==> src/rtl/ewt_pkg.sv <==
package ewt_pkg;

  typedef enum logic [2:0] {
    A_CTRL   = 3'd0,
    A_CFG    = 3'd1,
    A_IEN    = 3'd2,
    A_ICLR   = 3'd3,
    A_STAT   = 3'd4,
    A_RELOAD = 3'd5
  } ewt_addr_e;

  localparam int CTRL_EN_BIT   = 0;
  localparam int CTRL_ONCE_BIT = 1;
  localparam int CTRL_LOOP_BIT = 2;
  localparam int CFG_DIV_LSB   = 9;
  localparam int FLAG_BIT      = 0;

  // one-cycle commands decoded from a control write
  typedef struct packed {
    logic halt;
    logic once;
    logic loop;
  } ewt_cmd_t;

endpackage

==> src/rtl/ewt_regs.sv <==
module ewt_regs
  import ewt_pkg::*;
#(
  parameter int CNT_W  = 16,
  parameter int DATA_W = 16,
  parameter int PSC_W  = 3,
  parameter int ADDR_W = 3
) (
  input  logic              clk,
  input  logic              rst_n,
  input  logic              bus_sel,
  input  logic              bus_wr,
  input  logic [ADDR_W-1:0] bus_addr,
  input  logic [DATA_W-1:0] bus_wdata,
  output logic [DATA_W-1:0] bus_rdata,
  input  logic              match_evt_i,
  output ewt_cmd_t          cmd_o,
  output logic              en_o,
  output logic [PSC_W-1:0]  div_sel_o,
  output logic [CNT_W-1:0]  reload_o,
  output logic              irq_o
);

  logic              en_q;
  logic              ie_q;
  logic              flag_q;
  logic [PSC_W-1:0]  div_q;
  logic [CNT_W-1:0]  reload_q;

  logic              wr_any;
  logic              wr_ctrl, wr_cfg, wr_ien, wr_iclr, wr_reload;
  logic              clr_evt;

  function automatic logic addr_hit(input logic [ADDR_W-1:0] a, input ewt_addr_e r);
    return a == ADDR_W'(r);
  endfunction

  assign wr_any    = bus_sel & bus_wr;
  assign wr_ctrl   = wr_any & addr_hit(bus_addr, A_CTRL);
  assign wr_cfg    = wr_any & addr_hit(bus_addr, A_CFG);
  assign wr_ien    = wr_any & addr_hit(bus_addr, A_IEN);
  assign wr_iclr   = wr_any & addr_hit(bus_addr, A_ICLR);
  assign wr_reload = wr_any & addr_hit(bus_addr, A_RELOAD);
  assign clr_evt   = wr_iclr & bus_wdata[FLAG_BIT];

  // start commands need the enable bit in the same write; continuous wins over single
  always_comb begin
    cmd_o.halt = wr_ctrl & ~bus_wdata[CTRL_EN_BIT];
    cmd_o.loop = wr_ctrl &  bus_wdata[CTRL_EN_BIT] & bus_wdata[CTRL_LOOP_BIT];
    cmd_o.once = wr_ctrl &  bus_wdata[CTRL_EN_BIT] & bus_wdata[CTRL_ONCE_BIT]
                         & ~bus_wdata[CTRL_LOOP_BIT];
  end

  always_ff @(posedge clk or negedge rst_n) begin
    if (!rst_n) begin
      en_q     <= 1'b0;
      ie_q     <= 1'b0;
      flag_q   <= 1'b0;
      div_q    <= '0;
      reload_q <= '0;
    end else begin
      if (wr_ctrl)             en_q     <= bus_wdata[CTRL_EN_BIT];
      if (wr_cfg)              div_q    <= bus_wdata[CFG_DIV_LSB +: PSC_W];
      if (wr_ien && !en_q)     ie_q     <= bus_wdata[FLAG_BIT];
      if (wr_reload && en_q)   reload_q <= bus_wdata[CNT_W-1:0];
      // a match in the same cycle as a clear keeps the flag set
      if (match_evt_i)         flag_q   <= 1'b1;
      else if (clr_evt)        flag_q   <= 1'b0;
    end
  end

  always_comb begin
    bus_rdata = '0;
    unique case (bus_addr)
      ADDR_W'(A_CTRL):   bus_rdata[CTRL_EN_BIT] = en_q;
      ADDR_W'(A_CFG):    bus_rdata[CFG_DIV_LSB +: PSC_W] = div_q;
      ADDR_W'(A_IEN):    bus_rdata[FLAG_BIT] = ie_q;
      ADDR_W'(A_STAT):   bus_rdata[FLAG_BIT] = flag_q;
      ADDR_W'(A_RELOAD): bus_rdata[CNT_W-1:0] = reload_q;
      default:           bus_rdata = '0;
    endcase
  end

  assign en_o      = en_q;
  assign div_sel_o = div_q;
  assign reload_o  = reload_q;
  assign irq_o     = flag_q & ie_q;

  AST_IEN_LOCKED: assert property (@(posedge clk) disable iff (!rst_n)
    en_q |=> $stable(ie_q));
  AST_RELOAD_LOCKED: assert property (@(posedge clk) disable iff (!rst_n)
    !en_q |=> $stable(reload_q));
  AST_MATCH_SETS_FLAG: assert property (@(posedge clk) disable iff (!rst_n)
    match_evt_i |=> flag_q);
  AST_FLAG_STICKY: assert property (@(posedge clk) disable iff (!rst_n)
    (flag_q && !clr_evt) |=> flag_q);

endmodule

==> src/rtl/ewt_prescaler.sv <==
module ewt_prescaler #(
  parameter int PSC_W = 3
) (
  input  logic             clk,
  input  logic             rst_n,
  input  logic             run_i,
  input  logic             clr_i,
  input  logic [PSC_W-1:0] div_sel_i,
  output logic             tick_o
);

  localparam int PH_W = (1 << PSC_W) - 1;

  logic [PH_W-1:0] phase_q;

  // last phase of a divide-by-2^sel period
  function automatic logic [PH_W-1:0] last_phase(input logic [PSC_W-1:0] sel);
    logic [PH_W:0] one_hot;
    one_hot = (PH_W+1)'(1) << sel;
    return PH_W'(one_hot - 1'b1);
  endfunction

  // >= keeps a divider change during a run from stalling the tick
  assign tick_o = run_i & (phase_q >= last_phase(div_sel_i));

  always_ff @(posedge clk or negedge rst_n) begin
    if (!rst_n)                         phase_q <= '0;
    else if (clr_i || !run_i || tick_o) phase_q <= '0;
    else                                phase_q <= phase_q + 1'b1;
  end

  AST_PHASE_RESTART: assert property (@(posedge clk) disable iff (!rst_n)
    tick_o |=> phase_q == '0);

endmodule

==> src/rtl/ewt_counter.sv <==
module ewt_counter
  import ewt_pkg::*;
#(
  parameter int CNT_W = 16
) (
  input  logic             clk,
  input  logic             rst_n,
  input  ewt_cmd_t         cmd_i,
  input  logic             tick_i,
  input  logic [CNT_W-1:0] reload_i,
  output logic             running_o,
  output logic             restart_o,
  output logic             match_evt_o
);

  logic             running_q;
  logic             loop_q;
  logic [CNT_W-1:0] cnt_q;
  logic             start_req;
  logic             reload_zero;
  logic             at_top;

  function automatic logic [CNT_W-1:0] step(input logic [CNT_W-1:0] c, input logic wrap);
    return wrap ? '0 : c + 1'b1;
  endfunction

  assign start_req   = cmd_i.once | cmd_i.loop;
  assign reload_zero = (reload_i == '0);
  assign at_top      = (cnt_q == reload_i);
  assign restart_o   = start_req | cmd_i.halt;
  assign match_evt_o = running_q & tick_i & at_top & ~reload_zero & ~restart_o;
  assign running_o   = running_q;

  always_ff @(posedge clk or negedge rst_n) begin
    if (!rst_n) begin
      running_q <= 1'b0;
      loop_q    <= 1'b0;
      cnt_q     <= '0;
    end else if (cmd_i.halt || (start_req && reload_zero)) begin
      running_q <= 1'b0;
      loop_q    <= 1'b0;
      cnt_q     <= '0;
    end else if (start_req) begin
      running_q <= 1'b1;
      loop_q    <= cmd_i.loop;
      cnt_q     <= '0;
    end else if (running_q) begin
      if (reload_zero) begin
        running_q <= 1'b0;
        cnt_q     <= '0;
      end else if (tick_i) begin
        cnt_q <= step(cnt_q, at_top);
        if (at_top && !loop_q) running_q <= 1'b0;
      end
    end
  end

  AST_WRAP_TO_ZERO: assert property (@(posedge clk) disable iff (!rst_n)
    match_evt_o |=> cnt_q == '0);
  AST_SINGLE_STOPS: assert property (@(posedge clk) disable iff (!rst_n)
    (match_evt_o && !loop_q) |=> !running_q);
  AST_ZERO_NO_START: assert property (@(posedge clk) disable iff (!rst_n)
    (start_req && reload_zero) |=> !running_q);

endmodule

==> src/rtl/evt_wake_timer.sv <==
module evt_wake_timer
  import ewt_pkg::*;
#(
  parameter int CNT_W  = 16,
  parameter int DATA_W = 16,
  parameter int PSC_W  = 3,
  parameter int ADDR_W = 3
) (
  input  logic              clk,
  input  logic              rst_n,
  input  logic              bus_sel,
  input  logic              bus_wr,
  input  logic [ADDR_W-1:0] bus_addr,
  input  logic [DATA_W-1:0] bus_wdata,
  output logic [DATA_W-1:0] bus_rdata,
  output logic              irq
);

  ewt_cmd_t         cmd;
  logic             timer_en;
  logic [PSC_W-1:0] div_sel;
  logic [CNT_W-1:0] reload;
  logic             running;
  logic             restart;
  logic             tick;
  logic             match_evt;

  ewt_regs #(
    .CNT_W (CNT_W),
    .DATA_W(DATA_W),
    .PSC_W (PSC_W),
    .ADDR_W(ADDR_W)
  ) i_regs (
    .clk        (clk),
    .rst_n      (rst_n),
    .bus_sel    (bus_sel),
    .bus_wr     (bus_wr),
    .bus_addr   (bus_addr),
    .bus_wdata  (bus_wdata),
    .bus_rdata  (bus_rdata),
    .match_evt_i(match_evt),
    .cmd_o      (cmd),
    .en_o       (timer_en),
    .div_sel_o  (div_sel),
    .reload_o   (reload),
    .irq_o      (irq)
  );

  ewt_prescaler #(
    .PSC_W(PSC_W)
  ) i_prescaler (
    .clk      (clk),
    .rst_n    (rst_n),
    .run_i    (running),
    .clr_i    (restart),
    .div_sel_i(div_sel),
    .tick_o   (tick)
  );

  ewt_counter #(
    .CNT_W(CNT_W)
  ) i_counter (
    .clk        (clk),
    .rst_n      (rst_n),
    .cmd_i      (cmd),
    .tick_i     (tick),
    .reload_i   (reload),
    .running_o  (running),
    .restart_o  (restart),
    .match_evt_o(match_evt)
  );

  AST_DISABLED_IDLE: assert property (@(posedge clk) disable iff (!rst_n)
    !timer_en |-> !running);
  AST_TICK_NEEDS_RUN: assert property (@(posedge clk) disable iff (!rst_n)
    match_evt |-> (timer_en && tick));

endmodule

==> config.mk <==
export PLATFORM = sky130hd
export DESIGN_NAME = evt_wake_timer
export DESIGN_NICKNAME = d
export VERILOG_FILES = /design/src/rtl/ewt_pkg.sv /design/src/rtl/ewt_regs.sv /design/src/rtl/ewt_prescaler.sv /design/src/rtl/ewt_counter.sv /design/src/rtl/evt_wake_timer.sv
export SDC_FILE = /design/constraint.sdc
export NUM_CORES = 1
export LEC_CHECK = 0
export BUFFER_PORTS_ARGS = -buffer_cell sky130_fd_sc_hd__buf_2
export CAP_MARGIN = 40
export CORE_MARGIN = 2
export CORE_UTILIZATION = 55
export CTS_CLUSTER_DIAMETER = 40
export CTS_CLUSTER_SIZE = 40
export DETAILED_ROUTE_END_ITERATION = 8
export HOLD_SLACK_MARGIN = 0.02
export PLACE_DENSITY = 0.73
export SETUP_SLACK_MARGIN = 0.3
export SLEW_MARGIN = 10
export SYNTH_ARGS = -nofsm -noshare
export SYNTH_HDL_FRONTEND = slang
export SYNTH_SLANG_ARGS = --single-unit
==> constraint.sdc <==
create_clock -name clk -period 4.2 [get_ports clk]
set_clock_uncertainty 0.1 [all_clocks]
set_input_delay 0 -clock clk [delete_from_list [all_inputs] [get_ports clk]]
set_output_delay 0 -clock clk [all_outputs]
set_load 0.02 [all_outputs]
Yosys cells after proc, flatten, opt, wreduce, memory -nomap -nowiden:

Index checks and enable logic that the tools add are counted.

* add/subtract/negate cells: 3
* magnitude comparators: 1
* equality and inequality tests: 6
* shifts and indexed selects: 1
* muxes and demuxes: 21
* bitwise logic cells: 24
* reduce and logical (&&, ||, !) cells: 17

Operators with widths (number)
* $mux 16: 6
* $and 1x1->1: 18
* $add 16x1->16 const B: 1
* $eq 16x16->1: 1
* $logic_not 16->1: 1
* $mux 1: 10
* $mux 8: 1
* $add 7x1->7 const B: 1
* $ge 7x7->1: 1
* $mux 7: 1
* $shl 1x3->7 const A: 1
* $sub 7x1->7 const B: 1
* $eq 3x2->1 const B: 2
* $eq 3x3->1 const B: 2
* $pmux 3 s2: 1
* $logic_and 1x1->1: 4
* $mux 4: 1
* $not 1->1: 4
* $pmux 1 s4: 1
* $reduce_bool 2->1: 2
* $reduce_bool 4->1: 1
* $eq 3x1->1 const B: 1
* $logic_not 1->1: 3
* $logic_not 3->1: 1
* 4 further kinds: 7

* bits in registers: 47
* output and inout bits: 17
* logic and storage cells: 82

Longest topological paths before layout:

* depth in word-level cells: 10
* gate-level depth with buffers: 14

Hierarchy:

From an unflattened synthesis, not the netlist that was laid out.

* cells, all modules: 283
* area, all modules: 2922.8 um2

By module, submodules not included
* ewt_counter: instances 1, cells an instance 147, area an instance 1278.7 um2
* ewt_regs: instances 1, cells an instance 84, area an instance 1127.3 um2
* ewt_prescaler: instances 1, cells an instance 52, area an instance 516.7 um2

Worst setup path after synthesis:

Ideal clock, no wire load.

* path type: flip-flop to flip-flop
* from: register i_regs.div_q[0], in the netlist i_regs.div_sel_o[0]
* to: register i_counter.cnt_q[6]
* setup time: 0.082 ns
* data arrival time: 3.002 ns
* data required time: 4.018 ns
* setup slack: 1.016 ns
* stages on the path, launching flop included: 15
* clock period less this slack: 3.184 ns
* path through: dfrtp_1 -> clkbuf_1 -> or3_1 -> ha_1 -> clkbuf_1 -> nor3_1 -> a21oi_1 -> o21a_1 -> ha_1 -> nand4_1 -> and3_1 -> o21ai_1 -> clkbuf_1 -> a41oi_1 -> a31oi_1

* word-level cells in the longest chain between the ends: 6

RTL lines
* start, declared: RTL line ewt_regs.sv:27 `logic [PSC_W-1:0] div_q;`
* start signal, assigned: RTL line ewt_regs.sv:63 `if (wr_cfg) div_q <= bus_wdata[CFG_DIV_LSB +: PSC_W];`
* $shl 1x3->7: RTL line ewt_prescaler.sv:19 `one_hot = (PH_W+1)'(1) << sel;`
* $sub 7x1->7: RTL line ewt_prescaler.sv:20 `return PH_W'(one_hot - 1'b1);`
* $ge 7x7->1: RTL line ewt_prescaler.sv:24 `assign tick_o = run_i & (phase_q >= last_phase(div_sel_i));`
* $and 1x1->1: RTL line ewt_prescaler.sv:24
* $reduce_bool 4->1 (no source line)
* $reduce_and 2->1 (no source line)
* end signal, assigned: RTL line ewt_counter.sv:52 `cnt_q <= step(cnt_q, at_top);`
* end, declared: RTL line ewt_counter.sv:18 `logic [CNT_W-1:0] cnt_q;`

No other way between the ends.
A chain may end at the register's enable or synchronous reset.

Final worst setup path:

* from: register i_regs.div_q[0], in the netlist i_regs.div_sel_o[0]
* to: register i_counter.cnt_q[11]

The elaborated chain is that of the path after synthesis.

==> results.txt <==
----------------------------------------------------
[Run status]
  Outcome ... finished clean

[Yosys]
  Average footprint of a synthesized cell ... 9.93 um2
  Share of flip-flops with an asynchronous set or reset after synthesis ... 100%
  Fraction of the mapped netlist area in adder cells ... 4.24%
  Gate count after technology mapping ... 297
  EDFF count, synth ... 0
  Dominant combinational cell family by area after synthesis ... simple AND/OR/NAND/NOR gates
  Post-synthesis cell area ... 2950 um2
  Synthesized netlist net count ... 330
  Top flip-flop cell by instance count after synthesis ... dfrtp_1
  Post-synthesis simple-gate area fraction ... 21.0%
  XOR/XNOR share of the synthesized area ... 7.12%
  Synthesis Warnings ... 0
  Number of distinct library cells after synthesis ... 43
  Sequential element share of the synthesized area ... 39.9%
  Compound-Gate Fraction of Synth Area ... 13.5%
  Number of synthesized register bits ... 47
  Proportion of synthesized area in mux cells ... 8.95%

[Worst setup path]
  Category of the worst setup path launch point ... flop
  Critical path fanouts, max ... 16
  Endpoint required time on the critical path ... 4320 ps
  Worst r2r dst ... i_counter.cnt_q[11]
  Type of destination of the critical path ... flop
  Endpoint arrival time on the critical path ... 3310 ps
  R2R Path Start ... i_regs.div_sel_o[0]
  Setup slack on the worst flop-to-flop path ... 1000 ps
  Worst Path Class, Setup ... reg2reg
  Reg2Reg Depth ... 12

[Min path]
  Worst hold start ... bus_wr
  Type of the worst min-delay path ... in2reg
  Hold worst-path end ... i_regs.flag_q
  Number of instances on the worst hold path ... 4

[Timing]
  Hold slack ... 27.0 ps
  Final hold viol count ... 0
  Summed negative setup slack over all endpoints ... 0 ps
  Shortest clock period the worst path allows after layout ... 3200 ps
  Slew at the pin with the worst max-slew slack ... 715 ps
  Number of slew-limit violations in the final report ... 0
  Headroom to the max-slew limit ... 52.3%
  Final worst-path setup slack ... 1000 ps
  RSZ-0062 raised after global routing ... no
  Setup Viol. Count Final ... 0
  Period utilisation layout ... 76.1%
  Achievable clock frequency ... 313 MHz

[Place]
  Post-placement cell count ... 391
  Final HPWL from detailed placement ... 4.73 mm
  Worst slack after detailed placement ... 1080 ps
  Buffers added on ports ... 39
  Placer Congestion ... 0.821
  Placed standard-cell area ... 3160 um2

[Die]
  Area of the core region ... 5140 um2
  Area of the die ... 5970 um2
  Die Width ... 77.2 um
  Starting density of the core ... 57.4%
  Number of top-level pins ... 40
  Vertical die dimension ... 77.2 um
  Standard-cell row count ... 26

[Layout]
  Non-filler instance count after layout ... 421
  Post-layout nets ... 383
  Total inserted antenna cells ... 0
  Share of the core filled with cells in the final layout ... 67.5%
  Post-route cell area ... 3470 um2
  Layout-stage area growth over the synthesis result ... 17.6%
  Fraction of layout cells with a size suffix above 1 ... 22.2%

[Clock tree]
  TritonCTS clock tree ... yes
  Post-CTS Resized ... 0
  TritonCTS buffer count ... 5
  Number of sinks driven by the clock tree ... 47
  CTS root buf ... clkbuf_8
  Insertion delay of the later-clocked pin in the worst-skew pair ... 310 ps
  # H-tree levels ... 2
  Maximum clock insertion buffer count ... 2
  Clock-pin slew on the worst setup and hold paths ... 90 ps

[Detailed routing]
  Total number of vias ... 2472
  Avg WL per Cell ... 16.4 um
  First-pass iteration count of the detailed router ... 4
  Detail Route Antenna Nets ... 0
  Routed via count divided by cell count ... 5.87
  Number of DRC violations after detailed-routing iteration 0 ... 222
  DRC violations left ... 0
  Detailed Route WL ... 6.90 mm

[Global route]
  Total track usage ... 24.9%
  Largest net degree at the start of global routing ... 28
  Final global-route overflow total ... 0
  Antenna violations before repair ... 0
  Via count of the first global-routing pass ... 2407
  Global-route wire length before repair ... 11.8 mm

[Power and ir drop]
  Leakage dissipation ... 1.69 nW
  Total power consumption of the routed design ... 1.24 mW
  Areal power density over the cells ... 358 nW/um2
  Worst supply voltage drop on vdd ... 0.235 mV

[Run]
  Reported max-cap violation count ... 0

----------------------------------------------------
==> layout make-up <==
class / count / area (um2)
fillers: 424 / 1670
flip-flops and latches: 47 / 1180
well taps: 70 / 87.6
clock inverters: 3 / 25.0
clock buffers: 5 / 68.8
multi-input cells: 220 / 1620
inverters: 12 / 45.0
repair buffers: 64 / 450
==> repair_timing <==
item,4_1_cts,5_1_grt
hold endpoints to repair,71,0
buffers inserted,0,0
hold buffers,22,0
==> flip-flops by register name, indices dropped and copies added, names as in the netlist <==
signal / flops
i_counter.cnt_q: 16
i_counter.loop_q: 1
i_counter.running_o: 1
i_prescaler.phase_q: 7
i_regs.div_sel_o: 3
i_regs.en_o: 1
i_regs.flag_q: 1
i_regs.ie_q: 1
i_regs.reload_o: 16
==> critical path, cell delays in order, from the launching register on <==
cell and delay [ps]:
dfrtp_1 470, or3_1 420, ha_1 280, nor3_1 160
a21oi_1 60, o21a_1 170, ha_1 290, nand4_1 110
and3_1 210, o21ai_1 80, buf_4 250, nand3_1 220
o221ai_1 280
==> metal layers <==
layer	vias up	track usage, %	wire, um	share of wire (%)
met4	0	7.14	103	1.5
met3	9	4.00	301	4.4
li1	1201	-	-	-
met1	1194	34.3	3090	45
met2	68	40.5	3410	49
met5	-	0	0	0
==> layout by cell type, fill, tap and decap left out, types with 2 or more instances in the layout <==
| cell | synthesis | routed |
|---|---|---|
| a31oi_1 | 15 | 15 |
| mux2i_1 | 5 | 5 |
| buf_4 | 0 | 2 |
| inv_1 | 12 | 12 |
| mux2_2 | 19 | 19 |
| xnor2_1 | 4 | 4 |
| o21ai_0 | 5 | 5 |
| and2_1 | 15 | 15 |
| dfrtp_1 | 47 | 47 |
| and3_1 | 14 | 14 |
| nand3_1 | 24 | 24 |
| a21oi_1 | 4 | 4 |
| nand2_1 | 11 | 11 |
| a41oi_2 | 6 | 6 |
| nand4_1 | 10 | 10 |
| nor4_1 | 8 | 8 |
| o22ai_1 | 2 | 2 |
| a41oi_1 | 5 | 5 |
| dlygate4sd3_1 | 0 | 22 |
| nor3_1 | 3 | 3 |
| o221ai_1 | 2 | 2 |
| xor2_1 | 20 | 20 |
| buf_2 | 4 | 39 |
| ha_1 | 10 | 10 |
| clkinv_4 | 0 | 2 |
| nor2_1 | 19 | 19 |
| o21a_1 | 2 | 2 |
| nand2b_1 | 3 | 3 |
| clkbuf_8 | 0 | 5 |
==> cell usage after synthesis (all sizes together) (10+ instances only) <==
master  count  area share (%)
and3       14             3.0
inv        12             1.5
a31oi      15             3.2
ha         10             4.2
a41oi      11             4.8
and2       15             3.2
nand4      10             2.1
dfrtp      47              40
nand3      24             4.1
xor2       20             5.9
nor2       19             2.4
nand2      11             1.4
mux2       19             7.3
==> power breakdown <==
| part | leakage, nW | switching (mW) | total (mW) | internal (mW) |
|---|---|---|---|---|
| Combinational | 1.03 | 0.195 | 0.358 | 0.163 |
| Clock | 0.0443 | 0.167 | 0.286 | 0.119 |
| Sequential | 0.621 | 0.0831 | 0.597 | 0.514 |
==> cell families (layout without fill, tap and decap cells) <==
group,Yosys count,after routing
muxes,24,24
DFF,47,47
and+or+nand+nor,113,113
buffers and inverters,30,84
adders and majority gates,10,10
xor gates and xnor gates,24,24
AOI/OAI and AO/OA,49,49
==> how the worst max path moves through the flow <==
stage	end	depth (start not counted)	slack, ps	startpoint
4_1_cts	i_counter.cnt_q[11]	12	1020	i_regs.div_sel_o[0]
6_report	i_counter.cnt_q[11]	12	1000	i_regs.div_sel_o[0]
5_1_grt	i_counter.cnt_q[11]	12	830	i_regs.div_sel_o[0]
2_1_floorplan	i_counter.cnt_q[6]	14	1020	i_regs.div_sel_o[0]
3_5_place_dp	i_counter.cnt_q[11]	12	1080	i_regs.div_sel_o[0]
3_3_place_gp	i_counter.cnt_q[11]	11	1200	i_regs.div_sel_o[0]
Power figures use the tool's default switching activity.
